==> src/rtl/excl_monitor.sv <==
module excl_monitor #(
  parameter int NREQ = 3,
  parameter int AW   = 32,
  parameter int DW   = 32,
  parameter int GRAN = 2
) (
  input  logic              clk,
  input  logic              rst_n,
  input  logic [2*NREQ-1:0] req_op,
  input  logic [NREQ*AW-1:0] req_addr,
  input  logic [NREQ-1:0]   req_shared,
  input  logic [NREQ*DW-1:0] req_wdata,
  output logic              mem_we,
  output logic [AW-1:0]     mem_addr,
  output logic [DW-1:0]     mem_wdata,
  output logic [NREQ-1:0]   st_done,
  output logic [NREQ-1:0]   st_fail
);
  localparam int WW = AW - GRAN;
  localparam logic [1:0] OP_RSV = 2'b01;
  localparam logic [1:0] OP_STC = 2'b10;
  localparam logic [1:0] OP_CLR = 2'b11;

  logic [NREQ-1:0] lv, gv;
  logic [WW-1:0]   la [NREQ];
  logic [WW-1:0]   ga [NREQ];

  logic [WW-1:0]   wa [NREQ];
  logic [NREQ-1:0] is_rsv, is_stc, is_clr, ok, win, snoop;
  logic [WW-1:0]   wr_wa;
  logic [DW-1:0]   wr_data;

  for (genvar i = 0; i < NREQ; i++) begin : g_dec
    assign wa[i]     = req_addr[i*AW+GRAN +: WW];
    assign is_rsv[i] = req_op[2*i +: 2] == OP_RSV;
    assign is_stc[i] = req_op[2*i +: 2] == OP_STC;
    assign is_clr[i] = req_op[2*i +: 2] == OP_CLR;
    assign ok[i]     = is_stc[i] && lv[i] && la[i] == wa[i] &&
                       (!req_shared[i] || (gv[i] && ga[i] == wa[i]));
    assign snoop[i]  = (|win) && gv[i] && ga[i] == wr_wa;
  end

  assign win = ok & (~ok + 1'b1);

  always_comb begin
    wr_wa   = '0;
    wr_data = '0;
    for (int i = 0; i < NREQ; i++) begin
      if (win[i]) begin
        wr_wa   = wa[i];
        wr_data = req_wdata[i*DW +: DW];
      end
    end
  end

  always_ff @(posedge clk) begin
    if (!rst_n) begin
      mem_we    <= 1'b0;
      mem_addr  <= '0;
      mem_wdata <= '0;
      st_done   <= '0;
      st_fail   <= '0;
      lv        <= '0;
      gv        <= '0;
      for (int i = 0; i < NREQ; i++) begin
        la[i] <= '0;
        ga[i] <= '0;
      end
    end else begin
      mem_we    <= |win;
      mem_addr  <= {wr_wa, {GRAN{1'b0}}};
      mem_wdata <= wr_data;
      st_done   <= is_stc;
      st_fail   <= is_stc & ~win;
      for (int i = 0; i < NREQ; i++) begin
        if (is_stc[i] || is_clr[i]) lv[i] <= 1'b0;
        else if (is_rsv[i]) begin
          lv[i] <= 1'b1;
          la[i] <= wa[i];
        end
        if (is_stc[i]) gv[i] <= 1'b0;
        else if (is_rsv[i]) begin
          gv[i] <= req_shared[i];
          ga[i] <= wa[i];
        end else if (snoop[i]) gv[i] <= 1'b0;
      end
    end
  end
endmodule


==> config.mk <==
export PLATFORM = sky130hd
export DESIGN_NAME = excl_monitor
export DESIGN_NICKNAME = d
export VERILOG_FILES = /design/src/rtl/excl_monitor.sv
export SDC_FILE = /design/constraint.sdc
export NUM_CORES = 1
export LEC_CHECK = 0
export BUFFER_PORTS_ARGS = -buffer_cell sky130_fd_sc_hd__buf_4
export CAP_MARGIN = 20
export CORE_AREA = 3 3 171 190
export DETAILED_ROUTE_END_ITERATION = 12
export DIE_AREA = 0 0 174 193
export PLACE_DENSITY = 0.62
export SYNTH_ARGS = -nofsm -noshare
export SYNTH_HDL_FRONTEND = slang
export SYNTH_SLANG_ARGS = --single-unit
==> constraint.sdc <==
create_clock -name clk -period 9.7 [get_ports clk]
set_input_delay 0.485 -clock clk [delete_from_list [all_inputs] [get_ports clk]]
set_output_delay 0.485 -clock clk [all_outputs]
set_load 0.1 [all_outputs]
* Word level (Yosys, flattened, before mapping)
Memory sizes are Yosys's and may differ from the RTL's.
Cells that the tools add are included.
Widths: inputs -> output; s select.
** Storage, ports and cells
- Bits in registers :: 77
- RAM bits :: 180
- Bits of input ports :: 203
- Output and inout bits :: 71
- Logic and storage cells :: 121
- Memories :: 2
** Operators by class
- Add/subtract/negate cells :: 1
- Equality and inequality tests :: 18
- Muxes and demuxes :: 40
- Bitwise logic cells :: 11
- Reductions and logical operators :: 37
** Memory list
- ga :: depth 3, bits a word 30, read ports 3, clocked after Yosys merged registers in 0, wr ports 3, line 26 : logic [WW-1:0] ga [NREQ];
- la :: depth 3, bits a word 30, read ports 3, clocked after Yosys merged registers in 0, wr ports 3, line 25 : logic [WW-1:0] la [NREQ];
** Operators by type and width (count)
- $eq 30x30->1 :: 9
- $mux 30 :: 9
- $mux 32 :: 3
- $mux 1 :: 28
- $logic_and 1x1->1 :: 18
- $eq 2x2->1 const B :: 6
- $reduce_or 2->1 :: 6
- $and 3x3->3 :: 2
- $eq 2x1->1 const B :: 3
- $logic_or 1x1->1 :: 6
- $not 3->3 :: 2
- $or 1x1->1 :: 6
- $reduce_bool 2->1 :: 3
- $add 3x1->3 const B :: 1
- $logic_not 1->1 :: 3
- $reduce_or 3->1 :: 1
- $not 1->1 :: 1

* Longest topological paths before layout
- Depth in word-level cells :: 14
- Mapped depth :: 14
- Gate-level depth less buffers :: 10

* Worst setup path before layout
No wires, ideal clock.
- Path kind :: input port to flip-flop
- Start point :: input req_addr[12]
- End point :: register gv[2]
- Setup time :: 0.131 ns
- Data arrival time :: 3.327 ns
- Data required time :: 9.569 ns
- Setup slack :: 6.242 ns
- Stages :: 12
- Buffers on the path :: 2
- Cells stage by stage :: buf_6 > xnor2_2 > nand4_1 > or4b_4 > or3_4 > buf_6 > nor2_2 > a311oi_1 > or4_1 > or4_1 > nor4_1 > a31oi_1
** Between the ends
- Longest elaborated chain between the ends :: 13
- Elaborated cells between the ends (all ways) :: 17
- Classes of those cells :: add/sub (1); eq/ne (3); mux (3); bitwise (2); reduce/logical (8)
** RTL lines
- from (decl) :: line 10 : input logic [NREQ*AW-1:0] req_addr,
- $eq 30x30->1 :: line 39 : (!req_shared[i] || (gv[i] && ga[i] == wa[i]));
- $logic_and 1x1->1 :: line 39
- $logic_or 1x1->1 :: line 39
- $logic_and 1x1->1 :: line 38 : assign ok[i] = is_stc[i] && lv[i] && la[i] == wa[i] &&
- $not 3->3 :: line 43 : assign win = ok & (~ok + 1'b1);
- $add 3x1->3 :: line 43
- $and 3x3->3 :: line 43
- $mux 30 (3 in series) :: line 49 : if (win[i]) begin
- $eq 30x30->1 :: line 40 : assign snoop[i] = (|win) && gv[i] && ga[i] == wr_wa;
- $logic_and 1x1->1 * :: line 40
- $reduce_bool 2->1 (no source line) *
- to (signal, indexed assignment) :: line 83 : gv[i] <= req_shared[i];
- to (decl) :: line 24 : logic [NREQ-1:0] lv, gv;
Mark *: on every way between the ends. The rest lies on a longest branch, timed or not.
A chain may end at the register's enable or synchronous reset.

==> metrics.txt <==
area of the multi-input gates=0.005931 mm2; CTS Buf Count=17; RSZ-0062 raised after global routing=false; row count=67; Remaining DRCs=0; routed len/inst=31.56 um; CP max-delay cell=o311ai_0; Synth cell types=70; combinational share of power=0.186; outcome=finished clean; Setup CP Type=flop to flop; CP required=10.00 ns; # H-tree levels=4; setup tns final=0 ns; pwr dens=137.3 mW/mm2; Post-synth ARST share=0; hold wc startpoint=req_op[1]; CP bufs+invs=0; post-CTS resize count=0; Reg power frac=0.455; hold buffers post-CTS=0; Core ar.=0.03051 mm2; R2R Setup Slk=4.21 ns; CTS tree=yes; initial drt markers=1599; Max Clk Rate=182.3 MHz; slowest stage delay, CP=1.15 ns; endpoint with the worst hold slack=lv[0]; Cells after Synth=1244; first-pass GRT wire length=83280 um; Clock Tree Root=clkbuf_16; Die Span X=174 um; placed cells=1863; Port Buf Inserts=265; post-synthesis sequential element count=165; Setup crit end kind=flop; Max Cap Viol=0; Hold Path Stages=2; critical path's top delay family=simple AND/OR/NAND/NOR gates; cell mode on critical path=nand4_1; internal power=1272 uW; register area=0.004204 mm2; Clk pin slew, worst setup/hold paths=0.07 ns; yosys warns=0; Critical Path AT=5.79 ns; # IOs=274; GP Congestion=1.055; fillcell total=3078; Net Sw Frac=0.3221; Avg Synthesized Cell Area=8.619 um2; TritonRoute pass-1 iters=6; endpoints failing setup=0; slew margin rel.=0.09969; Starting Density=0.3514; vias=11940; Antenna Violating Nets Remaining=0; non-filler cells, final=1896; detailed-route vias per instance=6.298; Worst Tran Pin Value=1.334 ns; Fin. Hold Viols=0; fraction of layout instances using a drive strength above 1=0.2275; pin count of the biggest net entering global routing=69; Reg-to-Reg End=gv[1]; Post-synth EDFFs=90; Slew Limit Fails=0; R2R cell count=10; clk sinks=165; Cell Area, Synth=0.01072 mm2; Sw Pwr=604.3 uW; vias in the first global route=11480; Startpoint Class=flop; Critical Path, Cell by Cell=xnor2_1, nand4_1, nor4_2, nand2_1, o311ai_0, nor2_1, a2111oi_0, nand4_1, nor4_1, o41ai_1; post-synthesis sequential area ratio=0.3921; Clock Skew=0.01386 ns; Max IR drop VDD=97.45 uV; worst hold path class=primary input to flop; worst-case clock buffer depth=2; most frequent cell after synthesis=nand2_1; initial antenna violation count=0; top-area cell type share of the netlist area=0.2521; P&R area growth vs syn=27.44%; Total Routed Length=59840 um; final period utilization=0.5656; r2r startpoint=ga[0][64]; fin nets=1671; Die H=193 um; Synth Flop Type=edfxtp_1; cell taking the most area after synthesis=edfxtp_1; post-CTS setup buffer count=0; Worst-Skew Late Latency=0.45 ns; Clk network pwr share=0.358; crit path from=ga[0][64]; GRT overflow=0; Static Leak=0.005271 uW; hpwl dp=45640 um; worst-path maximum fanout=14; Total Routing Usage GR=0.3441; Tmin final=5.486 ns; Synth top cells by count=113 x nand2_1, 90 x edfxtp_1, 76 x inv_1, 75 x dfxtp_1, 67 x nor3_1; DIE AREA=0.03358 mm2; largest cells by area after synthesis=edfxtp_1 25%, dfxtp_1 14%, xor2_1 4.7%
[cells by family after synthesis]
| group | Yosys count | synth area share |
|---|---|---|
| other | 1 | 0.0003498 |
| DFF | 165 | 0.3921 |
| and+or+nand+nor | 512 | 0.2518 |
| muxes | 2 | 0.001867 |
| xor gates and xnor gates | 107 | 0.08811 |
| buffers and inverters | 161 | 0.05963 |
| AOI/OAI and AO/OA | 296 | 0.2061 |
[placed cells by master (no fill, tap or decap), types with 48 or more instances in the layout]
master,netlist,layout
buf_4,2,289
nand2_1,113,113
edfxtp_1,90,90
inv_1,76,75
dfxtp_1,75,75
nor3_1,67,65
nor2_1,63,60
nand4_1,58,58
xor2_1,58,58
and2_1,56,56
nor4_1,51,51
a21oi_1,49,49
xnor2_1,48,48
[power groups by stage]
stage	clock network (uW)	registers (uW)	logic (uW)
after floorplan	0	838	161
after global placement	0	865	340
after detailed placement	0	865	340
after CTS	676	850	341
after global routing	700	854	366
final	672	854	350
[layout make-up]
cell class,count,area share
diodes,1,0.0001832
clock buffers,21,0.03379
clock inverters,11,0.006593
inverters,76,0.02097
multi-input cells,919,0.4341
flip-flops and latches,165,0.3077
well taps,414,0.03791
repair buffers,289,0.1588
[through the flow]
| stage | instance area, um2 | hold WS, ns | power (uW) | worst slack [ns] | util |
|---|---|---|---|---|---|
| 2_1_floorplan | 10730 | 0.4271 | 999.7 | 6.242 | - |
| 4_1_cts | 13660 | 0.2100 | 1868 | 4.339 | 0.4477 |
| 3_3_place_gp | 13110 | 0.4354 | 1205 | 4.147 | 0.4296 |
| 5_1_grt | 13660 | 0.2178 | 1921 | 4.149 | 0.4477 |
| 6_report | 13660 | 0.2187 | 1876 | 4.214 | 0.4478 |
| 3_5_place_dp | 13110 | 0.4538 | 1205 | 4.255 | 0.4296 |
[per-layer routing]
metal,vias up,global-route usage,share of wire
li1,5117,-,-
met1,5746,0.4388,0.39
met2,891,0.5396,0.44
met3,187,0.05934,0.097
met4,0,0.2271,0.074
met5,-,0,0
[how the worst max path moves through the flow]
stage | to | slack [ns] | cells past startpoint
finish | gv[1] | 4.21 | 10
global route | gv[1] | 4.15 | 10
CTS | gv[1] | 4.34 | 10
detailed placement | gv[1] | 4.25 | 11
global placement | gv[1] | 4.15 | 11
floorplan | gv[2] | 6.24 | 12
[worst register-to-register path: stages, from the launching register on]
cell,delay (ns)
edfxtp_1,0.49
xnor2_1,0.66
nand4_1,0.19
nor4_2,0.67
nand2_1,0.61
o311ai_0,1.16
nor2_1,0.08
a2111oi_0,0.53
nand4_1,0.20
nor4_1,0.62
o41ai_1,0.15
[flip-flops by register name (all words and copies together), names as in the netlist]
signal and count:
ga 67, gv 3, la 23, lv 3, mem_addr 30, mem_wdata 32, mem_we 1, st_done 3
st_fail 3
Power figures use the tool's default switching activity.
